## config.mk

```make
export PLATFORM = sky130hd
export DESIGN_NAME = jesd_mf_ila_ctrl
export DESIGN_NICKNAME = d
export VERILOG_FILES = /design/src/rtl/jesd_mfc_pkg.sv /design/src/rtl/mfc_sync2.sv /design/src/rtl/mfc_mf_counter.sv /design/src/rtl/mfc_sysref_ctrl.sv /design/src/rtl/mfc_link_fsm.sv /design/src/rtl/jesd_mf_ila_ctrl.sv
export SDC_FILE = /design/constraint.sdc
export NUM_CORES = 1
export LEC_CHECK = 0
export BUFFER_PORTS_ARGS = -buffer_cell sky130_fd_sc_hd__buf_2
export CORE_MARGIN = 2
export CORE_UTILIZATION = 51
export DETAILED_ROUTE_END_ITERATION = 10
export GPL_ROUTABILITY_DRIVEN = 0
export PLACE_DENSITY = 0.85
export SLEW_MARGIN = 15
export SYNTH_ARGS = -nofsm -noshare
export SYNTH_HDL_FRONTEND = slang
export SYNTH_SLANG_ARGS = --single-unit
```

## constraint.sdc

```tcl
create_clock -name clk_i -period 1.65 [get_ports clk_i]
set_input_delay 0 -clock clk_i [delete_from_list [all_inputs] [get_ports clk_i]]
set_output_delay 0 -clock clk_i [all_outputs]
set_load 0.01 [all_outputs]
```

## src/rtl/jesd_mfc_pkg.sv

```systemverilog
package jesd_mfc_pkg;
  typedef enum logic [1:0] {
    LINK_CGS   = 2'd0,
    LINK_ARMED = 2'd1,
    LINK_DATA  = 2'd2
  } link_state_e;
endpackage

```

## src/rtl/mfc_sync2.sv

```systemverilog
module mfc_sync2 #(
  parameter int W = 2
) (
  input  logic         clk_i,
  input  logic         rst_ni,
  input  logic [W-1:0] d_i,
  output logic [W-1:0] q_o
);
  logic [W-1:0] s1_q, s2_q;

  always_ff @(posedge clk_i or negedge rst_ni) begin
    if (!rst_ni) begin
      s1_q <= '0;
      s2_q <= '0;
    end else begin
      s1_q <= d_i;
      s2_q <= s1_q;
    end
  end

  assign q_o = s2_q;
endmodule

```

## src/rtl/mfc_mf_counter.sv

```systemverilog
module mfc_mf_counter #(
  parameter int K_FRAMES = 32
) (
  input  logic clk_i,
  input  logic rst_ni,
  input  logic realign_i,
  output logic mf_bound_o,
  output logic mf_last_o
);
  localparam int CNT_W = (K_FRAMES > 1) ? $clog2(K_FRAMES) : 1;
  localparam logic [CNT_W-1:0] LAST = CNT_W'(K_FRAMES - 1);

  logic [CNT_W-1:0] cnt_q;

  always_ff @(posedge clk_i or negedge rst_ni) begin
    if (!rst_ni)          cnt_q <= '0;
    else if (realign_i)   cnt_q <= '0;
    else if (cnt_q == LAST) cnt_q <= '0;
    else                  cnt_q <= cnt_q + 1'b1;
  end

  assign mf_bound_o = (cnt_q == '0);
  assign mf_last_o  = (cnt_q == LAST);


  bound_single_chk: assert property (@(posedge clk_i) disable iff (!rst_ni)
    (mf_bound_o && !realign_i) |=> !mf_bound_o);

  realign_bound_chk: assert property (@(posedge clk_i) disable iff (!rst_ni)
    realign_i |=> mf_bound_o);
endmodule

```

## src/rtl/mfc_sysref_ctrl.sv

```systemverilog
module mfc_sysref_ctrl #(
  parameter int PCNT_W    = 2,
  parameter int DIV_AFTER = 2,
  parameter int NCO_AFTER = 3
) (
  input  logic clk_i,
  input  logic rst_ni,
  input  logic sr_s_i,
  output logic rise_o,
  output logic div_rst_o,
  output logic nco_rst_o,
  output logic div_mask_o,
  output logic nco_mask_o
);
  localparam logic [PCNT_W-1:0] DIV_THR = PCNT_W'(DIV_AFTER);
  localparam logic [PCNT_W-1:0] NCO_THR = PCNT_W'(NCO_AFTER);
  localparam logic [PCNT_W-1:0] PMAX    = '1;

  logic              sr_d_q;
  logic [PCNT_W-1:0] pcnt_q;

  always_ff @(posedge clk_i or negedge rst_ni) begin
    if (!rst_ni) begin
      sr_d_q <= 1'b0;
      pcnt_q <= '0;
    end else begin
      sr_d_q <= sr_s_i;
      // saturate so masks never drop
      if (rise_o && pcnt_q != PMAX) pcnt_q <= pcnt_q + 1'b1;
    end
  end

  assign rise_o     = sr_s_i & ~sr_d_q;
  assign div_mask_o = (pcnt_q >= DIV_THR);
  assign nco_mask_o = (pcnt_q >= NCO_THR);
  assign div_rst_o  = rise_o & ~div_mask_o;
  assign nco_rst_o  = rise_o & ~nco_mask_o;


  rise_single_chk: assert property (@(posedge clk_i) disable iff (!rst_ni)
    rise_o |=> !rise_o);

  div_mask_sticky_chk: assert property (@(posedge clk_i) disable iff (!rst_ni)
    div_mask_o |=> div_mask_o);

  nco_mask_sticky_chk: assert property (@(posedge clk_i) disable iff (!rst_ni)
    nco_mask_o |=> nco_mask_o);
endmodule

```

## src/rtl/mfc_link_fsm.sv

```systemverilog
module mfc_link_fsm
  import jesd_mfc_pkg::*;
(
  input  logic       clk_i,
  input  logic       rst_ni,
  input  logic       sync_s_ni,
  input  logic       mf_bound_i,
  input  logic       mf_last_i,
  input  logic       sr_rise_i,
  output logic [1:0] state_o,
  output logic       ila_start_o,
  output logic       disrupt_o
);
  link_state_e st_q, st_d;

  always_comb begin
    st_d = st_q;
    if (!sync_s_ni) st_d = LINK_CGS;
    else begin
      unique case (st_q)
        LINK_CGS:   st_d = LINK_ARMED;
        LINK_ARMED: if (mf_bound_i) st_d = LINK_DATA;
        LINK_DATA:  st_d = LINK_DATA;
        default:    st_d = LINK_CGS;
      endcase
    end
  end

  always_ff @(posedge clk_i or negedge rst_ni) begin
    if (!rst_ni) st_q <= LINK_CGS;
    else         st_q <= st_d;
  end

  assign state_o     = st_q;
  assign ila_start_o = (st_q == LINK_ARMED) & mf_bound_i & sync_s_ni;
  // in phase means the edge lands where the counter would wrap anyway
  assign disrupt_o   = (st_q == LINK_DATA) & sr_rise_i & ~mf_last_i;


  sync_hold_chk: assert property (@(posedge clk_i) disable iff (!rst_ni)
    !sync_s_ni |=> (state_o == LINK_CGS));

  ila_single_chk: assert property (@(posedge clk_i) disable iff (!rst_ni)
    ila_start_o |=> (!ila_start_o && state_o == LINK_DATA));
endmodule

```

## src/rtl/jesd_mf_ila_ctrl.sv

```systemverilog
module jesd_mf_ila_ctrl #(
  parameter int K_FRAMES  = 32,
  parameter int PCNT_W    = 2,
  parameter int DIV_AFTER = 2,
  parameter int NCO_AFTER = 3
) (
  input  logic       clk_i,
  input  logic       rst_ni,
  input  logic       sysref_i,
  input  logic       sync_ni,
  output logic       mf_bound_o,
  output logic       ila_start_o,
  output logic [1:0] link_state_o,
  output logic       div_rst_o,
  output logic       nco_rst_o,
  output logic       div_mask_o,
  output logic       nco_mask_o,
  output logic       disrupt_o
);
  logic [1:0] sync_q;
  logic       sr_rise, mf_last;

  mfc_sync2 #(.W(2)) i_sync (
    .clk_i (clk_i),
    .rst_ni(rst_ni),
    .d_i   ({sync_ni, sysref_i}),
    .q_o   (sync_q)
  );

  mfc_sysref_ctrl #(
    .PCNT_W   (PCNT_W),
    .DIV_AFTER(DIV_AFTER),
    .NCO_AFTER(NCO_AFTER)
  ) i_sysref (
    .clk_i     (clk_i),
    .rst_ni    (rst_ni),
    .sr_s_i    (sync_q[0]),
    .rise_o    (sr_rise),
    .div_rst_o (div_rst_o),
    .nco_rst_o (nco_rst_o),
    .div_mask_o(div_mask_o),
    .nco_mask_o(nco_mask_o)
  );

  mfc_mf_counter #(.K_FRAMES(K_FRAMES)) i_mf (
    .clk_i     (clk_i),
    .rst_ni    (rst_ni),
    .realign_i (sr_rise),
    .mf_bound_o(mf_bound_o),
    .mf_last_o (mf_last)
  );

  mfc_link_fsm i_fsm (
    .clk_i      (clk_i),
    .rst_ni     (rst_ni),
    .sync_s_ni  (sync_q[1]),
    .mf_bound_i (mf_bound_o),
    .mf_last_i  (mf_last),
    .sr_rise_i  (sr_rise),
    .state_o    (link_state_o),
    .ila_start_o(ila_start_o),
    .disrupt_o  (disrupt_o)
  );


  disrupt_realign_chk: assert property (@(posedge clk_i) disable iff (!rst_ni)
    disrupt_o |=> mf_bound_o);

  ila_on_bound_chk: assert property (@(posedge clk_i) disable iff (!rst_ni)
    ila_start_o |-> (mf_bound_o && link_state_o == 2'd1));
endmodule

```

==> results.cfg, run 1 <==
[floorplanning]
row_count = 13
ioPinCount = 13
die_h_um = 40.2
core_area_um2 = 1270
fp.dieW_um = 40.2
initial_utilization_pct = 52.8
die_area_um2 = 1620

[power_and_ir_drop]
p_leak_nw = 0.432
total_power_mw = 1.13
peakVddDrop_mv = 0.893
p_per_area_nw_per_um2 = 1360

[setup_path]
crit_fanout = 2
slowest_delay_ns = 0.40
r2r_cells = 7
end_kind = output port
path_delay_family = flip-flops
path_depth = 5
cp_cell_sequence = ha_2 -> and3_2 -> ha_2 -> nor3b_2 -> buf_2
path_class = reg -> out
required_ns = 1.65
critPathBufInv = 1
path_common_cell = ha_2
cpMaxStageDelayCell = dfrtp_1
arrival_ns = 1.56
worst_setup_path_start_kind = register

[sta]
timing.final.crit_period_ns = 1.56
finalWorstSetupSlack_ns = 0.0906
whs_ns = 0.145
maxSlewViolCount = 0
rsz0062_at_grt = true
fin_worst_skew_ns = 0.000646
fmax_mhz = 641
slew_headroom_pct = 79.6
hold_viol = 0
worst_pin_slew_ns = 0.305
setup_viol = 0
fin_crit_sh_pct = 94.5

[finish]
final_common_cell = dfrtp_1
multiInputGateArea_um2 = 310
n_antenna_cell = 0
area_growth_pct = 24.5
nets = 91
final_area_um2 = 833
final_layout_size_suffix_gt1_share_pct = 32.9
seqCellArea_um2 = 350
mostFrequentLayoutCells = dfrtp_1 (14), buf_2 (12), ha_1 (7)
fillers = 93
utilization_pct = 65.7

[clocking]
clock-sinks = 14
cts_max_level = 1
cts_buffers = 3
cts_buffer_depth = 2
clockRootBuffer = clkbuf_4
clkTransAtPathRegs_ns = 0.07
cts_tree = done
clk_latency_ns = 0.27

[run]
drv_cap = 0

[yosys]
ys_seq_elements = 14
seq_area_frac_synth_pct = 52.3
avgSynthCellArea_um2 = 12.2
synth_ff_type = dfrtp_1
syn_area_um2 = 669
ys_async_sr_fraction_pct = 100
yosys_warnings = 0
netlist_instances = 55
synth-edff-count = 0
ys_types = 21
syn-num-nets = 68

[global_routing]
track_usage_pct = 16.4
antenna_found_initial = 0
grt_overflow = 0
grt_max_degree = 15
grt_pass1_wl_mm = 1.68
grt_pass1_vias = 408

[drt]
antenna_left = 0
routed_wl_mm = 1.10
vias = 461
wl_per_cell_um = 12.1
drtIter0Drc = 4
avgViaCountPerCell = 5.07
drc = 0
first_pass_iters = 3

[outcome]
status = complete, no violations

[min_path]
worstHoldPathType = in -> async

[place]
post_dp_cell_area_um2 = 748
port_buffers = 12
dpl.hpwl_um = 834
dp_worst_setup_slack_ns = 0.250
worst reg2reg max path, delay by kind of cell (launching register included):
kind | cells | cell delay, ns
AND/OR/NAND/NOR | 2 | 0.30
multiplexers | 1 | 0.21
flip-flops | 1 | 0.36
buffers and inverters | 3 | 0.30
adder cells (fa/ha/maj) | 1 | 0.18
routing by layer:
layer  part of all wire, %  vias up  GRT usage, %
met5                     0        -             0
met2                    50       12          27.4
met4                   1.4        0          7.50
li1                      -      222             -
met1                    45      223          20.1
met3                   3.6        4          3.33
report_power, final:
part / switching (mW) / total [mW] / internal (mW)
clock network: 0.0942 / 0.179 / 0.0843
registers: 0.0827 / 0.508 / 0.425
logic: 0.213 / 0.447 / 0.234
cells in the mapped netlist, drive strengths merged (2+ instances only):
master   n  area share [%]
inv      5             2.8
nor3     3             2.2
nor2b    2             2.2
xnor2    2             2.6
mux2i    2             3.0
ha       9              17
dfrtp   14              52
nor3b    2             2.2
nand2    4             2.2
and3     2             2.1
nor2     2             1.1
stage by stage:
step / instances / TNS [ns]
5_1_grt: 91 / -0.0183
2_1_floorplan: 55 / 0
3_5_place_dp: 82 / 0
3_3_place_gp: 82 / 0
4_1_cts: 90 / 0
6_report: 91 / 0
final cells by class:
type                       count  area share (%)
sequential                    14            42.0
multi-input combinational     36            37.2
timing repair buffer          18            13.5
clock buffer                   3            2.70
inverter                       5            2.25
tap                           15            2.25
final timing paths:
check                                         start                        endpoint  slack [ns]
hold reg to reg            i_sync.s1_q[1]$_DFF_PN0_         i_sync.q_o[1]$_DFF_PN0_        0.36
hold / removal                               rst_ni  i_sysref.pcnt_q[0]$_DFFE_PN0P_        0.14
max in group asynchronous                    rst_ni         i_mf.cnt_q[0]$_DFF_PN0_        1.28
setup reg to reg            i_mf.cnt_q[0]$_DFF_PN0_    i_fsm.state_o[1]$_DFFE_PN0P_        0.23
min in group clk_i         i_sync.s1_q[1]$_DFF_PN0_         i_sync.q_o[1]$_DFF_PN0_        0.36
setup / recovery            i_mf.cnt_q[1]$_DFF_PN0_                       disrupt_o        0.09
sequential cells by signal, indices dropped and copies added, names as in the netlist:
signal,flops
i_fsm.state_o,2
i_mf.cnt_q,5
i_sync.q_o,2
i_sync.s1_q,2
i_sysref.pcnt_q,2
i_sysref.sr_d_q,1
repair_timing:
item,in CTS,in global routing
setup endpoints to repair,1,2
hold endpoints to repair,16,0
gates cloned,0,0
hold buffers,3,0
pin swaps,0,0
resized for setup,0,3
buffers inserted,2,1
logic make-up after synthesis:
group	after synthesis	share of synthesized area [%]
buffers and inverters	5	2.80
AND/OR/NAND/NOR	20	19.3
multiplexers	2	2.99
XOR/XNOR	3	3.93
adder cells (fa/ha/maj)	9	16.8
flip-flops	14	52.3
AO/OA/AOI/OAI	2	1.87
Note: power is estimated with default switching activity, not from simulation.
==> run 2, diff against run 1 <==
PLACE_DENSITY = 0.84   (was 0.85)
SYNTH_HIERARCHICAL = 1   (was unset)
==> run 2 against run 1 <==
Sequential share of layout area is 0.99 points lower. Cell area is 2.4% higher. Utilization is 1.6 points higher. Total power is 5.5% higher. Sequential cell count stayed put. Worst hold slack better by 0.013 ns. Register-to-register slack worse by 0.04 ns. Die area is 1.3% higher. First-iteration DRC count is 75% lower. Synthesized cell count stayed put. Setup slack better by 0.022 ns. Sequential power is 4% higher. Highest routed layer unchanged.
==> results.cfg, run 2 <==
[outcome]
status = complete, no violations

[clocking]
cts_max_level = 1
clock-sinks = 14
cts_tree = done
clockRootBuffer = clkbuf_4
clk_latency_ns = 0.27
clkTransAtPathRegs_ns = 0.08
cts_buffers = 3
cts_buffer_depth = 2

[yosys]
avgSynthCellArea_um2 = 12.4
synth_ff_type = dfrtp_1
ys_types = 17
ys_seq_elements = 14
synth-edff-count = 0
syn_area_um2 = 679
yosys.area.top_type = dfrtp_1
netlist_instances = 55
seq_area_frac_synth_pct = 51.6
synth_area_leaders = dfrtp_1 (52%), ha_1 (15%), mux2i_1 (4.4%), inv_1 (3.3%), nand2_1 (2.8%)
yosys_warnings = 6
syn-num-nets = 67
ys_async_sr_fraction_pct = 100
synth.top_cell.area_share_pct = 51.6
yosysMostFrequentCell = dfrtp_1
synth.top_cells.by_count = dfrtp_1 (14), ha_1 (8), inv_1 (6)

[floorplanning]
core_area_um2 = 1270
fp.dieW_um = 40.5
die_area_um2 = 1640
die_h_um = 40.5
initial_utilization_pct = 53.6
ioPinCount = 13
row_count = 13

[power_and_ir_drop]
power_switching_mw = 0.420
p_clk_share_pct = 15.3
p_leak_nw = 0.436
peakVddDrop_mv = 0.638
p_per_area_nw_per_um2 = 1400
p_comb_share_pct = 40.7
internal-power_mw = 0.776
swShare_pct = 35.1
total_power_mw = 1.20
p_seq_share_pct = 44.0

[sta]
fin_crit_sh_pct = 93.1
setup_tns_ns = 0
fin_worst_skew_ns = 0.00116
maxSlewViolCount = 0
fmax_mhz = 651
rsz0062_at_grt = false
hold_viol = 0
worst_pin_slew_ns = 0.318
timing.final.crit_period_ns = 1.54
slew_headroom_pct = 78.8
finalWorstSetupSlack_ns = 0.113
setup_viol = 0
whs_ns = 0.158

[drt]
drc = 0
avgViaCountPerCell = 4.90
vias = 446
drtIter0Drc = 1
routed_wl_mm = 1.10
wl_per_cell_um = 12.0
antenna_left = 0
first_pass_iters = 2

[finish]
n_antenna_cell = 0
final_common_cell = dfrtp_1
largest_reg_flops = 5
seqCellArea_um2 = 350
multiInputGateArea_um2 = 327
final_layout_size_suffix_gt1_share_pct = 36.8
mostFrequentLayoutCells = dfrtp_1 (14), buf_2 (12), inv_1 (6), ha_1 (6), nand2_1 (5)
final_area_um2 = 853
top_register = i_mf/cnt_q
nets = 90
area_growth_pct = 25.6
fillers = 98

[min_path]
worstHoldPathType = in -> async

[place]
post_dp_cell_area_um2 = 772
dp_worst_setup_slack_ns = 0.135
port_buffers = 12
dpl.hpwl_um = 766

[global_routing]
track_usage_pct = 17.1
antenna_found_initial = 0
grt_pass1_vias = 443
grt_max_degree = 15
grt_pass1_wl_mm = 1.79
grt_overflow = 0

[setup_path]
required_ns = 1.65
path_class = reg -> out
end_kind = output port
crit_fanout = 5
worst_setup_path_start_kind = register
arrival_ns = 1.54

[run]
drv_cap = 0
run 2: what timing repair did:
item,in CTS,in global routing
gates resized for setup,1,2
setup buffers,0,2
hold buffers,3,0
setup endpoints to repair,1,3
endpoints found under the hold margin,16,0
run 2: path summary, 6_finish.rpt:
kind / endpoint / startpoint / slack [ns] / cells past startpoint
setup / recovery: disrupt_o / i_mf/cnt_q[0]$_DFF_PN0_ / 0.11 / 5
hold / removal: i_fsm/state_o[0]$_DFFE_PN0P_ / rst_ni / 0.16 / 2
setup reg to reg: i_mf/cnt_q[3]$_DFF_PN0_ / i_mf/cnt_q[0]$_DFF_PN0_ / 0.19 / 5
hold reg to reg: i_sync/q_o[1]$_DFF_PN0_ / i_sync/s1_q[1]$_DFF_PN0_ / 0.36 / 0
max in group asynchronous: i_mf/cnt_q[0]$_DFF_PN0_ / rst_ni / 1.26 / 2
min in group clk_i: i_sync/q_o[1]$_DFF_PN0_ / i_sync/s1_q[1]$_DFF_PN0_ / 0.36 / 0
run 2: kinds of logic (layout without fill, tap and decap cells):
kind of cell | Yosys count | in the layout | share of synthesized area, %
fa+ha+maj | 8 | 8 | 14.7
flops | 14 | 14 | 51.6
mux | 4 | 4 | 6.63
xor+xnor | 2 | 2 | 2.58
buf+inv | 6 | 27 | 3.31
simple gates | 21 | 21 | 21.2
run 2: worst max-delay path, stage by stage (launching register included):
cell and delay [ns]:
dfrtp_1 0.42, ha_2 0.21, and3_2 0.20, ha_2 0.19
nor2_1 0.11, buf_2 0.13
run 2: through the flow:
step / util [%] / cells
3_3_place_gp: 60.8 / 83
6_report: 67.3 / 91
2_1_floorplan: - / 55
4_1_cts: 65.7 / 89
5_1_grt: 67.3 / 91
3_5_place_dp: 60.8 / 83
run 2: power groups by stage:
stage	Clock (mW)	Sequential [mW]	Combinational, mW
2_1_floorplan	0	0.516	0.324
3_3_place_gp	0	0.520	0.445
3_5_place_dp	0	0.526	0.451
4_1_cts	0.194	0.525	0.471
5_1_grt	0.209	0.539	0.570
6_report	0.183	0.526	0.487
run 2: final cells by class:
cell class / count / share of cell area, %
sequential: 14 / 41.1
timing repair buffer: 18 / 13.2
inverter: 6 / 2.64
clock buffer: 3 / 2.64
tap: 15 / 2.20
multi-input combinational: 35 / 38.3
run 2: metal layers:
| metal | wire length [um] | global-route usage (%) |
|---|---|---|
| met1 | 498 | 20.8 |
| met3 | 28 | 5.00 |
| met5 | 0 | 0 |
| met4 | 4 | 7.50 |
| met2 | 564 | 27.8 |
